**config.mk**
```make
export PLATFORM = sky130hd
export DESIGN_NAME = const_loader
export DESIGN_NICKNAME = d
export VERILOG_FILES = /design/src/rtl/const_loader.sv
export SDC_FILE = /design/constraint.sdc
export NUM_CORES = 1
export LEC_CHECK = 0
export CAP_MARGIN = 20
export CORE_ASPECT_RATIO = 0.8
export CORE_MARGIN = 3
export CORE_UTILIZATION = 60
export DETAILED_ROUTE_END_ITERATION = 10
export MAX_ROUTING_LAYER = met4
export PLACE_DENSITY = 0.81
export SYNTH_ARGS = -nofsm -noshare
export SYNTH_HDL_FRONTEND = slang
export SYNTH_SLANG_ARGS = --single-unit
export TNS_END_PERCENT = 20
```
**constraint.sdc**
```tcl
create_clock -name clk -period 3.4 [get_ports clk]
set_input_delay 0.68 -clock clk [delete_from_list [all_inputs] [get_ports clk]]
set_output_delay 0.68 -clock clk [all_outputs]
set_load 0.01 [all_outputs]
```
**src/rtl/const_loader.sv**
```systemverilog
module const_loader #(
  parameter int REGS = 16,
  parameter int XLEN = 32,
  parameter int IMMW = 16
) (
  input  logic                    clk,
  input  logic                    rst_n,
  input  logic                    s0_en,
  input  logic                    s0_hi,
  input  logic [$clog2(REGS)-1:0] s0_dst,
  input  logic [IMMW-1:0]         s0_imm,
  input  logic                    s1_en,
  input  logic                    s1_hi,
  input  logic [$clog2(REGS)-1:0] s1_dst,
  input  logic [IMMW-1:0]         s1_imm,
  input  logic [$clog2(REGS)-1:0] rd_idx,
  output logic [XLEN-1:0]         rd_data,
  output logic                    clash
);
  localparam int AW   = $clog2(REGS);
  localparam int KEEP = XLEN - IMMW;

  logic [XLEN-1:0] rf [REGS];

  wire same_dst  = s0_en && s1_en && (s0_dst == s1_dst);
  wire clash_now = same_dst && (s0_hi != s1_hi);

  function automatic logic [XLEN-1:0] merge(input logic hi, input logic [IMMW-1:0] imm,
                                            input logic [XLEN-1:0] old);
    merge = hi ? {imm, old[KEEP-1:0]} : {{KEEP{imm[IMMW-1]}}, imm};
  endfunction

  for (genvar g = 0; g < REGS; g++) begin : g_reg
    wire hit0 = s0_en && (s0_dst == AW'(g));
    wire hit1 = s1_en && (s1_dst == AW'(g));
    always_ff @(posedge clk or negedge rst_n) begin
      if (!rst_n)
        rf[g] <= '0;
      else if (!(clash_now && hit0)) begin
        if (hit1)      rf[g] <= merge(s1_hi, s1_imm, rf[g]);
        else if (hit0) rf[g] <= merge(s0_hi, s0_imm, rf[g]);
      end
    end
  end

  always_ff @(posedge clk or negedge rst_n) begin
    if (!rst_n) clash <= 1'b0;
    else        clash <= clash_now;
  end

  assign rd_data = rf[rd_idx];
endmodule

```
Word-level counts from Yosys, hierarchy flattened
Cells that the tools add are included.
{"block": "word_totals", "ff_bits": 513, "latch_bits": 0, "ram_bits": 0, "mem_bits_ro": 0, "inputBits": 50, "output_inout_bits": 33, "elab_cells": 253, "n_memories": 0}
{"block": "classes", "n_addsub": 0, "mul": 0, "n_div": 0, "n_lt_le_gt_ge": 1, "n_eq_ne": 64, "n_shift": 0, "muxes": 37, "bitwise_logic": 17, "n_reduce_logical": 101}
{"op": "$mux 32", "count": 34}
{"op": "$bmux 32 s4", "count": 1}
{"op": "$eq 4x4->1 const B", "count": 16}
{"op": "$reduce_and 4->1", "count": 16}
{"op": "$mux 31", "count": 2}
{"op": "$logic_and 1x1->1", "count": 51}
{"op": "$eq 4x3->1 const B", "count": 8}
{"op": "$ne 2x1->1 const B", "count": 16}
{"op": "$ne 2x2->1 const B", "count": 16}
{"op": "$reduce_and 2->1", "count": 16}
{"op": "$reduce_bool 2->1", "count": 16}
{"op": "$eq 4x2->1 const B", "count": 4}
{"op": "$not 1->1", "count": 16}
{"op": "$eq 4x1->1 const B", "count": 2}
{"op": "$logic_not 4->1", "count": 2}
{"op": "$ge 5x5->1 const B", "count": 1}
{"op": "$not 4->5", "count": 1}
{"op": "$eq 4x4->1", "count": 1}
{"op": "$ne 1x1->1", "count": 1}

Logic depth before layout (Yosys ltp)
{"block": "depth", "ltp_word": 6, "depth_mapped": 9, "ltp_nobuf": 5}

Least setup slack after synthesis
No wires, ideal clock.
{"block": "synth_path", "path_type": "input to output", "from": "input rd_idx[0]", "to": "output rd_data[16]", "t_arrival_ns": 2.549, "t_required_ns": 2.720, "path_slack_ns": 0.171, "cell_stages": 4, "n_path_buf": 2, "path_cell_list": "buf_2 buf_1 mux4_2 mux4_2"}
{"block": "synth_between", "elab_chain_len": 4}
{"item": "from (decl)", "line": "16", "source": "input logic [$clog2(REGS)-1:0] rd_idx,"}
{"item": "$not 4->5 (not written as such)", "line": "51", "source": "assign rd_data = rf[rd_idx];"}
{"item": "$bmux 32 s4", "line": "51"}
{"item": "$mux 32 (not written as such) (2 in a row)", "line": "51"}
{"item": "to (decl)", "line": "17", "source": "output logic [XLEN-1:0] rd_data,"}
No other way between the ends. The select of a mux whose other input is x is not followed.

Worst setup path after layout
{"block": "layout_path", "from": "input rd_idx[0]", "to": "output rd_data[28]"}
The elaborated chain is that of the path after synthesis.

==> results.ini <==
[routing]
drt_iter0_markers=4040
drc=0
viasPerCell=7.06
totalWireLength_mm=102
first_pass_iters=7
vias=26000
ant_nets=0
wl_per_cell_um=27.7

[floorplanning]
io_pins=83
die_y_um=203
die_x_um=253
dieArea_sq_um=51300
core_sq_um=47500
initial_core_util_pct=61.4
std_cell_rows=71

[sta]
skew_ps=0
timing.fmax_ghz=0.296
finalHoldViolations=0
period_minus_slack_ps=3380
finalCritPeriodShare_pct=99.5
holdWs_ps=476
setup_viol=0
slew_viol_final=0
relSlewSlack_pct=40.4
worst_pin_slew_ps=894

[hold_path]
hp-class=flop to flop

[worst_setup_path]
cpPeakStageDelay_ps=560
critical_path.most_common_cell=mux4_2
worstPathRequired_ps=2720
critPathSlowestCell=mux4_2
setup.worst_path.class=input pin to primary output
start_kind=input pin
crit_chain=buf_12 -> buf_6 -> mux4_2 -> mux4_2 -> clkdlybuf4s50_1
crit_fanout=10
worstPathArrival_ps=2700
end_kind=primary output

[logic_synthesis]
synth_compound_area_share_pct=14.5
synthTopCellsByArea=dfrtp_1 44%, mux4_2 12%, o21ai_0 11%, nand2_1 9.4%, mux2_2 6.4%
ys.flop_type=dfrtp_1
synth_adder_area_share_pct=0
synthSimpleGateAreaFrac_pct=14.0
yosysTopAreaCell=dfrtp_1
synth_mux_area_share_pct=23.2
syn_area_sq_um=29200
synth-edff-count=0
synthCells=3028
avgSynthCellArea_sq_um=9.63
synth_xor_area_share_pct=0.206
ys_ff_latch=513
synth_fp_nets=3078
synth_top_family_by_area=multiplexers
yosysSeqAreaShare_pct=44.0
async_flop_share_pct=100
yosys_warnings=0
synth_cell_types=46
synth_top_area_share_pct=44.0

[grt]
grt_pass1_wl_mm=154
overflow=0
antenna_found_initial=7
grt_max_degree=92
gr-usage-all-layers_pct=41.0
grt_pass1_vias=26300

[power]
p_total_mw=18.5
power_density_nw_per_um2=558
ir_worst_vdd_v=0.000407
p_leak_nw=14.6

[clock_network]
clk_pin_slew_worst_paths_ps=60
clock_path_buffers=3
cts_made_buffers=52
numClockSinks=513
cts_max_level=2
cts_tree=done
worst_skew_pair.late_latency_ps=600
cts_root_buffer=clkbuf_16

[final_layout]
layout_common_cells=733 x nand2_1, 663 x o21ai_0, 513 x dfrtp_1
nFillCells=3191
area_delta_synth_final_pct=13.3
layout_commonest_cell=nand2_1
nNetsFinal=3061
finish.utilization_pct=69.6
drive_gt1_share_pct=20.2
fin_area_sq_um=33100

[placed_design]
place_area_sq_um=31200
routabilityCongestion=0.919
port_buffers=82
dp_hpwl_mm=59.6

[job]
max_cap_viol_count=0

[outcome]
status=finished clean

## power breakdown
group / leakage, nW / total, mW / internal, mW / switching (mW)
clock network: 0.860 / 6.08 / 3.55 / 2.53
registers: 6.49 / 8.36 / 7.48 / 0.882
logic: 7.21 / 4.01 / 2.04 / 1.98
## layout make-up
cell class / count / area (sq um) / share of cell area (%)
Multi-Input combinational cell: 2232 / 15200 / 46.1
Sequential cell: 513 / 12800 / 38.8
Timing Repair Buffer: 212 / 2420 / 7.32
Clock buffer: 70 / 1470 / 4.45
Tap cell: 620 / 776 / 2.35
Clock inverter: 22 / 302 / 0.912
Antenna cell: 9 / 22.5 / 0.0681
## cells in the mapped netlist, drive strengths merged, types with 9 or more instances
library cell  instances
o21ai               663
nand2b               37
nor2b                35
o22ai                10
mux4                160
mux2                256
nand2               739
clkbuf              216
a21oi               126
nor2                120
buf                  67
mux2i                21
dfrtp               513
nand3b               12
nand4                 9
## critical path, delay by kind of cell
| kind | cells | cell delay (ps) |
|---|---|---|
| mux | 2 | 1080 |
| buf+inv | 3 | 930 |
## worst paths after layout
kind | start | end | slack, ps | cells after the start
max | rd_idx[0] | rd_data[28] | 20 | 5
min | rf[158] | rf[158] | 480 | 2
max reg2reg | rf[224] | rf[224] | 2560 | 1
min reg2reg | rf[158] | rf[158] | 480 | 2
max in group asynchronous | rst_n | rf[55] | 1890 | 3
min in group asynchronous | rst_n | rf[387] | 590 | 2
## metrics by stage
step	worst slack (ps)	setup TNS, ps	std cells
detailed placement	-108	-1410	3569
finish	16.5	0	3678
global placement	-81.8	-868	3569
global route	-1.69	-3.01	3676
floorplan	171	0	3028
CTS	-74.7	-456	3664
## layer usage
metal / vias to the layer above / wire (um) / global-route usage, %
met5: - / 0 / -
met4: 0 / 7670 / 27.5
met3: 602 / 15100 / 11.8
met2: 2234 / 43600 / 57.4
met1: 12600 / 35500 / 52.2
li1: 10600 / - / -
## registers in the layout, summed over array words and instances, names as in the netlist
signal,flops
clash,1
rf,512
## logic make-up after synthesis
| family | after synthesis |
|---|---|
| flip-flops | 513 |
| multiplexers | 437 |
| XOR/XNOR | 6 |
| buffers and inverters | 283 |
| AND/OR/NAND/NOR | 981 |
| AO/OA/AOI/OAI | 808 |
## what timing repair did
action / 4_1_cts / 5_1_grt
gates resized for setup: 13 / 13
hold endpoints to repair: 12 / 0
setup buffers: 2 / 4
gates cloned: 0 / 1
hold buffers: 1 / 0
endpoints found under the setup margin: 27 / 18
No activity file was read; power rests on OpenSTA's default activity.
